<file path="src/rtl/rxr_pkg.sv">
package rxr_pkg;

    typedef enum logic [2:0] {
        S_IDLE,
        S_FETCH,
        S_RWAIT,
        S_FILL,
        S_STAT,
        S_OWN,
        S_DROP
    } rxr_state_e;

    typedef struct packed {
        logic       bcast;
        logic       mcast;
        logic       ucast;
        logic [3:0] sa;
    } rxr_match_t;

    localparam int LEN_W = 12;

    function automatic logic [31:0] rxr_status_word(
        input rxr_match_t       m,
        input logic             first,
        input logic             last,
        input logic [LEN_W-1:0] len
    );
        logic [31:0] w;
        w        = '0;
        w[31]    = m.bcast;
        w[30]    = m.mcast;
        w[29]    = m.ucast;
        w[26:23] = m.sa;
        w[15]    = last;
        w[14]    = first;
        w[11:0]  = last ? len : '0;
        return w;
    endfunction

endpackage

</file>
<file path="src/rtl/rxr_ring_ptr.sv">
module rxr_ring_ptr #(
    parameter int STRIDE = 8
) (
    input  logic        clk,
    input  logic        rst_n,
    input  logic        load_base,
    input  logic        advance,
    input  logic        wrap,
    input  logic [31:0] base,
    output logic [31:0] ptr
);
    logic [31:0] ptr_d, ptr_q;

    always_comb begin
        ptr_d = ptr_q;
        if (load_base) begin
            ptr_d = base;
        end else if (advance) begin
            ptr_d = wrap ? base : ptr_q + 32'(STRIDE);
        end
    end

    always_ff @(posedge clk or negedge rst_n) begin
        if (!rst_n) ptr_q <= '0;
        else        ptr_q <= ptr_d;
    end

    assign ptr = ptr_q;
endmodule

</file>
<file path="src/rtl/rxr_packer.sv">
module rxr_packer #(
    parameter int LANES = 4
) (
    input  logic                 clk,
    input  logic                 rst_n,
    input  logic                 take,
    input  logic                 flush,
    input  logic [1:0]           lane,
    input  logic [7:0]           data,
    output logic [8*LANES-1:0]   word
);
    logic [8*LANES-1:0] acc_d, acc_q, merged;

    for (genvar g = 0; g < LANES; g++) begin : g_lane
        assign merged[8*g +: 8] = (lane == 2'(g)) ? data : acc_q[8*g +: 8];
    end

    always_comb begin
        acc_d = acc_q;
        if (flush)     acc_d = '0;
        else if (take) acc_d = merged;
    end

    always_ff @(posedge clk or negedge rst_n) begin
        if (!rst_n) acc_q <= '0;
        else        acc_q <= acc_d;
    end

    assign word = merged;
endmodule

</file>
<file path="src/rtl/rxr_flags.sv">
module rxr_flags #(
    parameter int N = 2
) (
    input  logic         clk,
    input  logic         rst_n,
    input  logic [N-1:0] set,
    input  logic [N-1:0] clr,
    output logic [N-1:0] q
);
    logic [N-1:0] q_d, q_q;

    for (genvar g = 0; g < N; g++) begin : g_flag
        always_comb begin
            q_d[g] = q_q[g];
            if (clr[g]) q_d[g] = 1'b0;
            if (set[g]) q_d[g] = 1'b1;
        end
    end

    always_ff @(posedge clk or negedge rst_n) begin
        if (!rst_n) q_q <= '0;
        else        q_q <= q_d;
    end

    assign q = q_q;
endmodule

</file>
<file path="src/rtl/rxr_desc_writer.sv">
module rxr_desc_writer
    import rxr_pkg::*;
#(
    parameter int BUF_BYTES = 128
) (
    input  logic        clk,
    input  logic        rst_n,
    input  logic        rx_en,
    input  logic [31:0] ring_base,
    input  logic        in_valid,
    input  logic [7:0]  in_data,
    input  logic        in_sof,
    input  logic        in_eof,
    input  logic [6:0]  in_match,
    output logic        in_ready,
    output logic        mem_req,
    output logic        mem_we,
    output logic [31:0] mem_addr,
    output logic [31:0] mem_wdata,
    input  logic [31:0] mem_rdata,
    input  logic [1:0]  flag_clr,
    output logic        frame_rcvd,
    output logic        buf_unavail
);
    localparam int CNT_W    = $clog2(BUF_BYTES + 1);
    localparam int DESC_STR = 8;
    localparam logic [CNT_W-1:0] LAST_IDX = CNT_W'(BUF_BYTES - 1);

    typedef struct packed {
        rxr_state_e       state;
        logic [31:0]      buf_addr;
        logic             wrap;
        logic [CNT_W-1:0] buf_cnt;
        logic [LEN_W-1:0] frm_len;
        logic             first;
        logic             last;
        rxr_match_t       match;
    } ctl_t;

    ctl_t ctl_d, ctl_q;

    logic        load_base, advance, take, flush;
    logic [31:0] ptr, packed_word, data_off;
    logic [1:0]  flag_set, flag_q;

    rxr_ring_ptr #(.STRIDE(DESC_STR)) u_ptr (
        .clk       (clk),
        .rst_n     (rst_n),
        .load_base (load_base),
        .advance   (advance),
        .wrap      (ctl_q.wrap),
        .base      (ring_base),
        .ptr       (ptr)
    );

    rxr_packer #(.LANES(4)) u_pack (
        .clk   (clk),
        .rst_n (rst_n),
        .take  (take),
        .flush (flush),
        .lane  (ctl_q.buf_cnt[1:0]),
        .data  (in_data),
        .word  (packed_word)
    );

    rxr_flags #(.N(2)) u_flags (
        .clk   (clk),
        .rst_n (rst_n),
        .set   (flag_set),
        .clr   (flag_clr),
        .q     (flag_q)
    );

    assign frame_rcvd  = flag_q[0];
    assign buf_unavail = flag_q[1];

    always_comb begin
        data_off      = 32'(ctl_q.buf_cnt);
        data_off[1:0] = 2'b00;
    end

    always_comb begin
        ctl_d     = ctl_q;
        in_ready  = 1'b0;
        mem_req   = 1'b0;
        mem_we    = 1'b0;
        mem_addr  = '0;
        mem_wdata = '0;
        take      = 1'b0;
        flush     = 1'b0;
        load_base = 1'b0;
        advance   = 1'b0;
        flag_set  = '0;

        unique case (ctl_q.state)
            S_IDLE: begin
                if (!rx_en) begin
                    in_ready  = 1'b1;
                    load_base = 1'b1;
                end else if (in_valid && !in_sof) begin
                    in_ready = 1'b1;
                end else if (in_valid) begin
                    ctl_d.state   = S_FETCH;
                    ctl_d.match   = rxr_match_t'(in_match);
                    ctl_d.first   = 1'b1;
                    ctl_d.frm_len = '0;
                end
            end

            S_FETCH: begin
                mem_req     = 1'b1;
                mem_addr    = ptr;
                ctl_d.state = S_RWAIT;
            end

            S_RWAIT: begin
                if (mem_rdata[0]) begin
                    flag_set[1] = 1'b1;
                    ctl_d.state = S_DROP;
                end else begin
                    ctl_d.buf_addr = {mem_rdata[31:2], 2'b00};
                    ctl_d.wrap     = mem_rdata[1];
                    ctl_d.buf_cnt  = '0;
                    ctl_d.state    = S_FILL;
                end
            end

            S_FILL: begin
                in_ready = 1'b1;
                if (in_valid) begin
                    take          = 1'b1;
                    ctl_d.buf_cnt = ctl_q.buf_cnt + 1'b1;
                    ctl_d.frm_len = ctl_q.frm_len + 1'b1;
                    if (ctl_q.buf_cnt[1:0] == 2'd3 || in_eof) begin
                        mem_req   = 1'b1;
                        mem_we    = 1'b1;
                        mem_addr  = ctl_q.buf_addr + data_off;
                        mem_wdata = packed_word;
                        flush     = 1'b1;
                    end
                    if (in_eof) begin
                        ctl_d.last  = 1'b1;
                        ctl_d.state = S_STAT;
                    end else if (ctl_q.buf_cnt == LAST_IDX) begin
                        ctl_d.last  = 1'b0;
                        ctl_d.state = S_STAT;
                    end
                end
            end

            S_STAT: begin
                mem_req     = 1'b1;
                mem_we      = 1'b1;
                mem_addr    = ptr + 32'd4;
                mem_wdata   = rxr_status_word(ctl_q.match, ctl_q.first,
                                              ctl_q.last, ctl_q.frm_len);
                ctl_d.state = S_OWN;
            end

            S_OWN: begin
                mem_req     = 1'b1;
                mem_we      = 1'b1;
                mem_addr    = ptr;
                mem_wdata   = {ctl_q.buf_addr[31:2], ctl_q.wrap, 1'b1};
                advance     = 1'b1;
                ctl_d.first = 1'b0;
                if (ctl_q.last) begin
                    flag_set[0] = 1'b1;
                    ctl_d.state = S_IDLE;
                end else begin
                    ctl_d.state = S_FETCH;
                end
            end

            S_DROP: begin
                in_ready = 1'b1;
                if (in_valid && in_eof) ctl_d.state = S_IDLE;
            end

            default: ctl_d.state = S_IDLE;
        endcase
    end

    always_ff @(posedge clk or negedge rst_n) begin
        if (!rst_n) begin
            ctl_q       <= '0;
            ctl_q.state <= S_IDLE;
        end else begin
            ctl_q <= ctl_d;
        end
    end
endmodule

</file>
<file path="config.mk">
export PLATFORM = sky130hd
export DESIGN_NAME = rxr_desc_writer
export DESIGN_NICKNAME = d
export VERILOG_FILES = /design/src/rtl/rxr_pkg.sv /design/src/rtl/rxr_ring_ptr.sv /design/src/rtl/rxr_packer.sv /design/src/rtl/rxr_flags.sv /design/src/rtl/rxr_desc_writer.sv
export SDC_FILE = /design/constraint.sdc
export NUM_CORES = 1
export LEC_CHECK = 0
export BUFFER_PORTS_ARGS = -buffer_cell sky130_fd_sc_hd__buf_2
export CAP_MARGIN = 10
export CORE_ASPECT_RATIO = 1.25
export CORE_MARGIN = 2
export CORE_UTILIZATION = 50
export DETAILED_ROUTE_END_ITERATION = 6
export GPL_TIMING_DRIVEN = 0
export PLACE_DENSITY = 0.76
export SETUP_SLACK_MARGIN = 0.1
export SLEW_MARGIN = 20
export SYNTH_ARGS = -nofsm -noshare
export SYNTH_HDL_FRONTEND = slang
export SYNTH_SLANG_ARGS = --single-unit
</file>
<file path="constraint.sdc">
create_clock -name clk -period 3 [get_ports clk]
set_input_delay 0.6 -clock clk [delete_from_list [all_inputs] [get_ports clk]]
set_output_delay 0.6 -clock clk [all_outputs]
set_load 0.02 [all_outputs]
</file>
==> results of run 1 <==
flip-flops by register name, indices dropped and copies added (netlist names):
name	count
ctl_q	63
u_pack.acc_q	32
u_ptr.ptr	32
u_flags.q	2
synthesized netlist by cell type, drive strengths merged (22+ instances only):
cell type	n
nor3	22
mux2i	31
nor2	33
nand2	96
a22oi	23
clkbuf	45
nand3	26
o21ai	112
a21oi	48
mux2	41
buf	28
dfrtp	129
nand4	25
repair_timing:
action | 4_1_cts | 5_1_grt
endpoints found under the setup margin | 66 | 63
pin swaps | 24 | 47
setup buffers | 26 | 10
hold buffers | 0 | 0
gates cloned | 2 | 0
gates resized for setup | 152 | 98
metrics by stage:
step           std cells  setup slack [ps]  total power, mW
2_1_floorplan        929               118             5.85
6_report            1369              -225             10.3
3_3_place_gp        1300              -464             7.19
3_5_place_dp        1301              -253             7.29
4_1_cts             1360              -187             9.94
5_1_grt             1369              -303             10.8
worst paths after layout:
path	from	depth (start not counted)	end	slack, ps
max	ctl_q[32]	9	mem_addr[14]	-230
min	rst_n	1	ctl_q[14]	140
max reg2reg	ctl_q[64]	6	ctl_q[36]	570
min reg2reg	u_pack.acc_q[7]	2	u_pack.acc_q[7]	480
max in group asynchronous	rst_n	2	ctl_q[42]	2160
min in group clk	flag_clr[0]	2	u_flags.q[0]	360
cell type report:
class	count	area (um^2)	share of cell area (%)
Clock inverter	13	151	1.35
Multi-Input combinational cell	709	5350	47.7
Inverter	18	67.6	0.602
Buffer	72	459	4.09
Timing Repair Buffer	193	1230	10.9
Clock buffer	19	453	4.03
Sequential cell	129	3240	28.9
Tap cell	216	270	2.41
critical path, cell delays in order, from the launching register on:
cell	delay [ps]
dfrtp_1	440
ha_4	200
fa_2	360
a21oi_2	180
o211a_4	210
buf_8	140
nor3_1	70
xnor2_1	170
o221ai_2	230
buf_4	190
kinds of logic (layout without fill, tap and decap cells):
kind of cell	Yosys count	after routing	share of synthesized area, %
compound gates	290	290	22.4
xor+xnor	37	37	3.87
mux	72	72	9.22
flops	129	129	38.6
fa+ha+maj	14	14	2.18
simple gates	296	296	19.2
buf+inv	91	315	4.60
power breakdown:
group / internal (mW) / switching [mW]
clock network: 1.28 / 0.882
registers: 2.40 / 0.897
logic: 2.00 / 2.84
total: 5.69 / 4.61
metal layers:
layer / vias up / share of wire [%] / global-route usage [%]
met3: 133 / 7.7 / 5.56
met2: 606 / 49 / 56.2
met4: 0 / 5.9 / 18.0
li1: 3939 / - / -
met1: 4272 / 38 / 41.0
met5: - / 0 / 0
==> impl_metrics.json, run 1 <==
{
  "synthTopCellsByArea": "dfrtp_1 (39%), o21ai_0 (6.3%), mux2_2 (5.5%)",
  "grt_pass1_wl_um": 46000,
  "synth_top_area_share_pct": 38.6,
  "finClkSkew_ps": 9.83,
  "cp-end-kind": "output port",
  "cts_sinks": 129,
  "dp_hpwl_um": 21100,
  "yosys.area.top_type": "dfrtp_1",
  "relSlewSlack_pct": 36.1,
  "drive_above_1_share_pct": 36.8,
  "grt.total_usage_pct": 33.4,
  "fill_cells": 1273,
  "wl_per_cell_um": 22.2,
  "final_common_cell": "buf_2",
  "ctsLongestPathBuffers": 2,
  "powerDensity_mw_per_mm2": 918,
  "required_ps": 2400,
  "whs_ps": 142,
  "finalInstanceArea_mm2": 0.0112,
  "vias_per_cell": 6.54,
  "yosysWarnings": 0,
  "ys_types": 72,
  "syn_area_per_cell_um2": 9.01,
  "violations": "negative setup slack",
  "hold_path_class": "input pin to async pin",
  "fin_nets": 1241,
  "ios": 156,
  "synthArstFlopShare_pct": 100,
  "status": "complete, but fails checks",
  "clkTransAtPathRegs_ps": 60,
  "grt-ovfl-total": 0,
  "setup_ws_ps": -225,
  "crit_fanout": 5,
  "ir_drop_v": 0.000543,
  "grt_max_degree": 74,
  "cts_tree": "done",
  "leakage_nw": 4.80,
  "syn-num-nets": 1030,
  "fin_util_pct": 69.0,
  "crit_type": "flop to output port",
  "io_buffers": 155,
  "synth-seq-cells": 129,
  "detail-route-antenna-nets": 0,
  "die_area_mm2": 0.0178,
  "postSynth.topFlopCell": "dfrtp_1",
  "syn_inst": 929,
  "synth_edf_count": 0,
  "start_kind": "flop",
  "num_antenna_cells": 0,
  "ys_seq_area_share_pct": 38.6,
  "fin_crit_sh_pct": 108,
  "drt_iter0_markers": 889,
  "cts_root_buffer": "clkbuf_16",
  "drc": 0,
  "die_x_um": 120,
  "min_period_ps": 3230,
  "grt_pass1_vias": 8497,
  "num_vias": 8950,
  "hold_violations": 0,
  "setup_tns_ps": -3030,
  "tightest_slew_ps": 952,
  "coreArea_mm2": 0.0163,
  "antenna_found_initial": 0,
  "rows": 52,
  "areaGrowthSynthToFinish_pct": 34.1,
  "cts_max_level": 4,
  "start_util_pct": 51.5,
  "crit_arrival_ps": 2630,
  "timing.fmax_mhz": 310,
  "cts_buffers": 17,
  "layout_common_cells": "buf_2 (142), dfrtp_1 (116), nand2_1 (93)",
  "rsz0062_at_grt": "true",
  "place.gp.congestion": 0.959,
  "dieHeight_um": 149,
  "firstDrtPassIters": 7,
  "setup_viol": 23,
  "clock_latency_ps": 430,
  "maxCapViolCount": 0,
  "slew_viol_final": 0,
  "wl_um": 30400,
  "synth_area_mm2": 0.00837,
  "placed_cell_area_mm2": 0.00950
}
Power figures use the tool's default switching activity.
==> run 2: changes to the inputs <==
CELL_PAD_IN_SITES_DETAIL_PLACEMENT = 0   (was default)
CELL_PAD_IN_SITES_GLOBAL_PLACEMENT = 1   (was default)
CORE_UTILIZATION = 43   (was 50)
PLACE_DENSITY = 0.85   (was 0.76)
SKIP_LAST_GASP = 1   (was default)
==> run 2 against run 1 <==
- the flow still finishes with violations (negative setup slack)
- sequential cell count stayed put
- design area rose by 1.3%
- power shrank 0.99%
- sequential share of layout area shrank 0.36 points
- register-to-register slack got worse by 70 ps
- via count down 3.7%
- worst hold slack worse by 56 ps
- highest routed layer unchanged
==> impl_metrics.json, run 2 (synthesized netlist as in run 1, its figures left out) <==
{
  "dp_hpwl_um": 21900,
  "fill_cells": 1714,
  "timing.fmax_mhz": 312,
  "firstDrtPassIters": 5,
  "cp-end-kind": "output port",
  "cts_tree": "done",
  "r2r_cells": 6,
  "vias_per_cell": 6.16,
  "die_x_um": 129,
  "relSlewSlack_pct": 33.9,
  "crit_cells": 9,
  "cts_buffers": 17,
  "rsz0062_at_grt": "true",
  "ir_drop_v": 0.000469,
  "min_period_ps": 3210,
  "slew_viol_final": 0,
  "ctsLongestPathBuffers": 2,
  "drive_above_1_share_pct": 38.3,
  "wl_um": 30700,
  "cp_num_buf_inv": 2,
  "max_stage_delay_ps": 450,
  "power_mw": 10.2,
  "hold_path_class": "input pin to async pin",
  "crit_family": "compound AO/OA/AOI/OAI gates",
  "hold_violations": 0,
  "num_vias": 8615,
  "status": "complete, but fails checks",
  "ios": 156,
  "die_area_mm2": 0.0206,
  "rows": 57,
  "fin_nets": 1250,
  "crit_fanout": 5,
  "required_ps": 2400,
  "setup_tns_ps": -3230,
  "fin_crit_sh_pct": 107,
  "tightest_slew_ps": 984,
  "powerDensity_mw_per_mm2": 897,
  "leakage_nw": 4.77,
  "coreArea_mm2": 0.0193,
  "path_cells": "ha_4 -> fa_2 -> a21oi_4 -> o211a_4 -> buf_8 -> nor3b_2 -> xnor2_1 -> o221ai_2 -> buf_4",
  "cts_root_buffer": "clkbuf_16",
  "crit_arrival_ps": 2610,
  "antenna_found_initial": 0,
  "cpMaxStageDelayCell": "dfrtp_2",
  "hold_buffers": 0,
  "drc": 0,
  "grt.total_usage_pct": 29.4,
  "clock_latency_ps": 430,
  "finalInstanceArea_mm2": 0.0114,
  "setup_viol": 24,
  "io_buffers": 155,
  "finClkSkew_ps": 9.60,
  "maxCapViolCount": 0,
  "detail-route-antenna-nets": 0,
  "grt_pass1_vias": 8246,
  "violations": "negative setup slack",
  "grt_max_degree": 73,
  "placed_cell_area_mm2": 0.00952,
  "clkTransAtPathRegs_ps": 60,
  "drt_iter0_markers": 693,
  "grt_pass1_wl_um": 46700,
  "wl_per_cell_um": 22.0,
  "final_common_cell": "buf_2",
  "dieHeight_um": 160,
  "largest_reg_flops": 63,
  "crit_type": "flop to output port",
  "areaGrowthSynthToFinish_pct": 35.9,
  "regMostFlops": "ctl_q",
  "cts_sinks": 129,
  "grt-ovfl-total": 0,
  "layout_common_cells": "buf_2 (146), dfrtp_1 (115), nand2_1 (94)",
  "setup_ws_ps": -205,
  "start_util_pct": 43.5,
  "cts_max_level": 4,
  "place.gp.congestion": 0.957,
  "num_antenna_cells": 0,
  "start_kind": "flop"
}
==> run 2: metal layers <==
| metal | wire length, um | GRT usage (%) | vias up |
|---|---|---|---|
| met5 | 0 | 0 | - |
| met4 | 1260 | 12.8 | 0 |
| met3 | 2020 | 5.26 | 70 |
| met2 | 15200 | 48.0 | 383 |
| met1 | 12300 | 38.1 | 4208 |
| li1 | - | - | 3954 |
==> run 2: cell type report <==
cell class                 instances  area, um^2  share of cell area, %
sequential                       129        3250                   28.5
multi-input combinational        709        5420                   47.7
clock inverter                    15         141                   1.24
timing repair buffer             202        1310                   11.5
buffer                            72         467                   4.10
clock buffer                      17         425                   3.74
tap                              236         295                   2.60
inverter                          18        67.6                  0.594
==> run 2: worst reg2reg max path: cells and delay by family (launching register included) <==
kind,cells,cell delay [ps]
AND/OR/NAND/NOR,2,860
buffers and inverters,3,730
flip-flops,1,410
multiplexers,1,380
==> run 2: repair_timing <==
item | in CTS | in global routing
pin swaps | 28 | 44
setup endpoints to repair | 66 | 64
gates resized for setup | 144 | 112
cloned | 1 | 1
buffers inserted | 30 | 14
==> run 2: where the power goes <==
group          internal [mW]  leakage, nW  switching [mW]  total [mW]
clock                   1.09        0.266           0.935        2.03
sequential              2.40         1.62           0.875        3.28
combinational           2.05         2.89            2.85        4.90
total                   5.54         4.77            4.66        10.2
==> run 2: final timing paths <==
| kind | start | end | slack [ps] |
|---|---|---|---|
| max reg2reg | ctl_q[64] | ctl_q[37] | 500 |
| min | rst_n | ctl_q[12] | 90 |
| min reg2reg | u_pack.acc_q[4] | u_pack.acc_q[4] | 480 |
| max in group asynchronous | rst_n | ctl_q[49] | 2150 |
| min in group clk | flag_clr[0] | u_flags.q[0] | 360 |
| max | ctl_q[32] | mem_addr[12] | -210 |
==> run 2: per-stage QoR <==
step | setup WS (ps) | hold WS [ps] | utilization, % | cells
6_report | -205 | 86.3 | 59.1 | 1398
5_1_grt | -288 | 135 | 59.1 | 1398
4_1_cts | -260 | 112 | 56.5 | 1383
3_5_place_dp | -387 | 470 | 49.4 | 1321
3_3_place_gp | -529 | 462 | 49.3 | 1320
2_1_floorplan | 118 | 304 | - | 929
==> run 3: changes to the inputs <==
--- a/config.mk
+++ b/config.mk
@@ -17,4 +17,5 @@
 export PLACE_DENSITY = 0.85
 export SETUP_SLACK_MARGIN = 0.1
+export SKIP_CTS_REPAIR_TIMING = 1
 export SKIP_LAST_GASP = 1
 export SLEW_MARGIN = 20
==> constraint.sdc (replaced) <==
create_clock -name clk -period 3 [get_ports clk]
set_input_delay 0.15 -clock clk [delete_from_list [all_inputs] [get_ports clk]]
set_output_delay 0.15 -clock clk [all_outputs]
set_load 0.02 [all_outputs]
==> run 3 against run 2 <==
- the flow finishes with violations (negative hold slack)
- via count up 0.73%
- fmax up 11%
- sequential power about the same
- global-route usage down 0.78 points
- sequential cell count unchanged
- setup slack better by 320 ps
- cell count up 1.6%
- combinational power down 11%
- non-clock buffer count up 22
- die area unchanged
- sequential share of layout area up 0.84 points
- first-iteration DRC count up 29%
==> impl_metrics.json, run 3 (synthesized netlist as in run 1, its figures left out) <==
{
  "final_common_cell": "buf_2",
  "grt_pass1_wl_um": 45600,
  "required_ps": 2850,
  "violations": "negative hold slack",
  "rows": 57,
  "cp-end-kind": "output port",
  "largest_reg_flops": 63,
  "start_kind": "flop",
  "regMostFlops": "ctl_q",
  "grt_use_met3_pct": 5.29,
  "drive_above_1_share_pct": 27.6,
  "hold_path_class": "input pin to flop",
  "finClkSkew_ps": 15.7,
  "clkTransAtPathRegs_ps": 60,
  "ctsLongestPathBuffers": 2,
  "hold_violations": 3,
  "cts_max_level": 4,
  "ir_drop_v": 0.000477,
  "pwr-share-seq_pct": 33.8,
  "setup_tns_ps": 0,
  "wl_per_cell_um": 21.5,
  "die_area_mm2": 0.0206,
  "multiInputGateArea_mm2": 0.00499,
  "start_util_pct": 43.5,
  "grt-busiest-layer": "met2",
  "leakage_nw": 4.63,
  "fin_crit_sh_pct": 96.0,
  "crit_fanout": 4,
  "fin_util_pct": 57.1,
  "num_vias": 8678,
  "detail-route-antenna-nets": 0,
  "fin_nets": 1272,
  "num_antenna_cells": 0,
  "grt-ovfl-total": 0,
  "cts_root_buffer": "clkbuf_16",
  "crit_arrival_ps": 2730,
  "crit_type": "flop to output port",
  "dp_hpwl_um": 21900,
  "io_buffers": 155,
  "power_mw": 9.67,
  "status": "complete, but fails checks",
  "grt_util_met2_pct": 46.5,
  "p_comb_share_pct": 45.1,
  "seqCellArea_mm2": 0.00323,
  "grt_max_degree": 70,
  "whs_ps": -26.5,
  "wl_um": 30500,
  "areaGrowthSynthToFinish_pct": 31.4,
  "cts_sinks": 129,
  "setup_viol": 0,
  "swShare_pct": 45.4,
  "antenna_found_initial": 0,
  "internal_power_mw": 5.28,
  "place.gp.congestion": 0.946,
  "layout_common_cells": "buf_2 (168), dfrtp_1 (126), o21ai_0 (102)",
  "maxCapViolCount": 0,
  "timing.fmax_mhz": 347,
  "cts_buffers": 17,
  "dieHeight_um": 160,
  "power_frac_clock_pct": 21.1,
  "drc": 0,
  "tightest_slew_ps": 926,
  "grt_pass1_vias": 8083,
  "power.switching_mw": 4.39,
  "ios": 156,
  "clock_latency_ps": 430,
  "slew_viol_final": 0,
  "vias_per_cell": 6.11,
  "firstDrtPassIters": 6,
  "fill_cells": 1806,
  "grt.total_usage_pct": 28.6,
  "coreArea_mm2": 0.0193,
  "min_period_ps": 2880,
  "cts_tree": "done",
  "relSlewSlack_pct": 37.8,
  "drt_iter0_markers": 892,
  "die_x_um": 129,
  "powerDensity_mw_per_mm2": 879,
  "met1_usage_pct": 37.5,
  "rsz0062_at_grt": "true"
}
run 3: power groups by stage:
stage	Sequential, mW	Clock (mW)	Combinational [mW]
after floorplan	2.90	0	2.90
after global placement	3.18	0	4.03
after detailed placement	3.20	0	4.08
after CTS	3.17	2.05	4.10
after global routing	3.34	2.14	4.70
final	3.26	2.04	4.36
run 3: through the flow:
step	cells	setup WS, ps	instance area (um^2)
detailed placement	1321	75.7	9480
global placement	1320	-90.9	9440
CTS	1353	-375	10000
floorplan	929	469	8370
global route	1420	22.0	11000
finish	1420	119	11000
run 3: path summary, 6_finish.rpt:
kind,start,to,slack (ps),depth (start not counted)
max,ctl_q[33],mem_addr[15],120,8
min,ring_base[15],u_ptr.ptr[15],-30,3
max reg2reg,ctl_q[64],ctl_q[60],560,6
min reg2reg,u_pack.acc_q[8],u_pack.acc_q[8],480,2
max in group asynchronous,rst_n,u_ptr.ptr[20],2010,3
min in group asynchronous,rst_n,ctl_q[11],280,2
run 3: routing by layer:
| layer | vias to the layer above | part of all wire, % |
|---|---|---|
| li1 | 3983 | - |
| met1 | 4236 | 42 |
| met2 | 389 | 49 |
| met3 | 70 | 6.1 |
| met4 | 0 | 3.3 |
| met5 | - | 0 |
run 3: layout make-up:
type	instances	share of cell area, %
timing repair buffer	225	13.7
tap	236	2.68
sequential	129	29.4
inverter	18	0.614
multi-input combinational	709	45.4
clock inverter	12	0.910
clock buffer	20	4.24
buffer	71	3.13
run 3: critical path: stages, from the launching register on:
cell,delay [ps]
dfrtp_1,470
ha_1,340
nand3_2,140
a211oi_4,300
clkdlybuf4s15_2,280
o21ai_0,120
xnor2_1,170
o221ai_1,250
buf_2,220
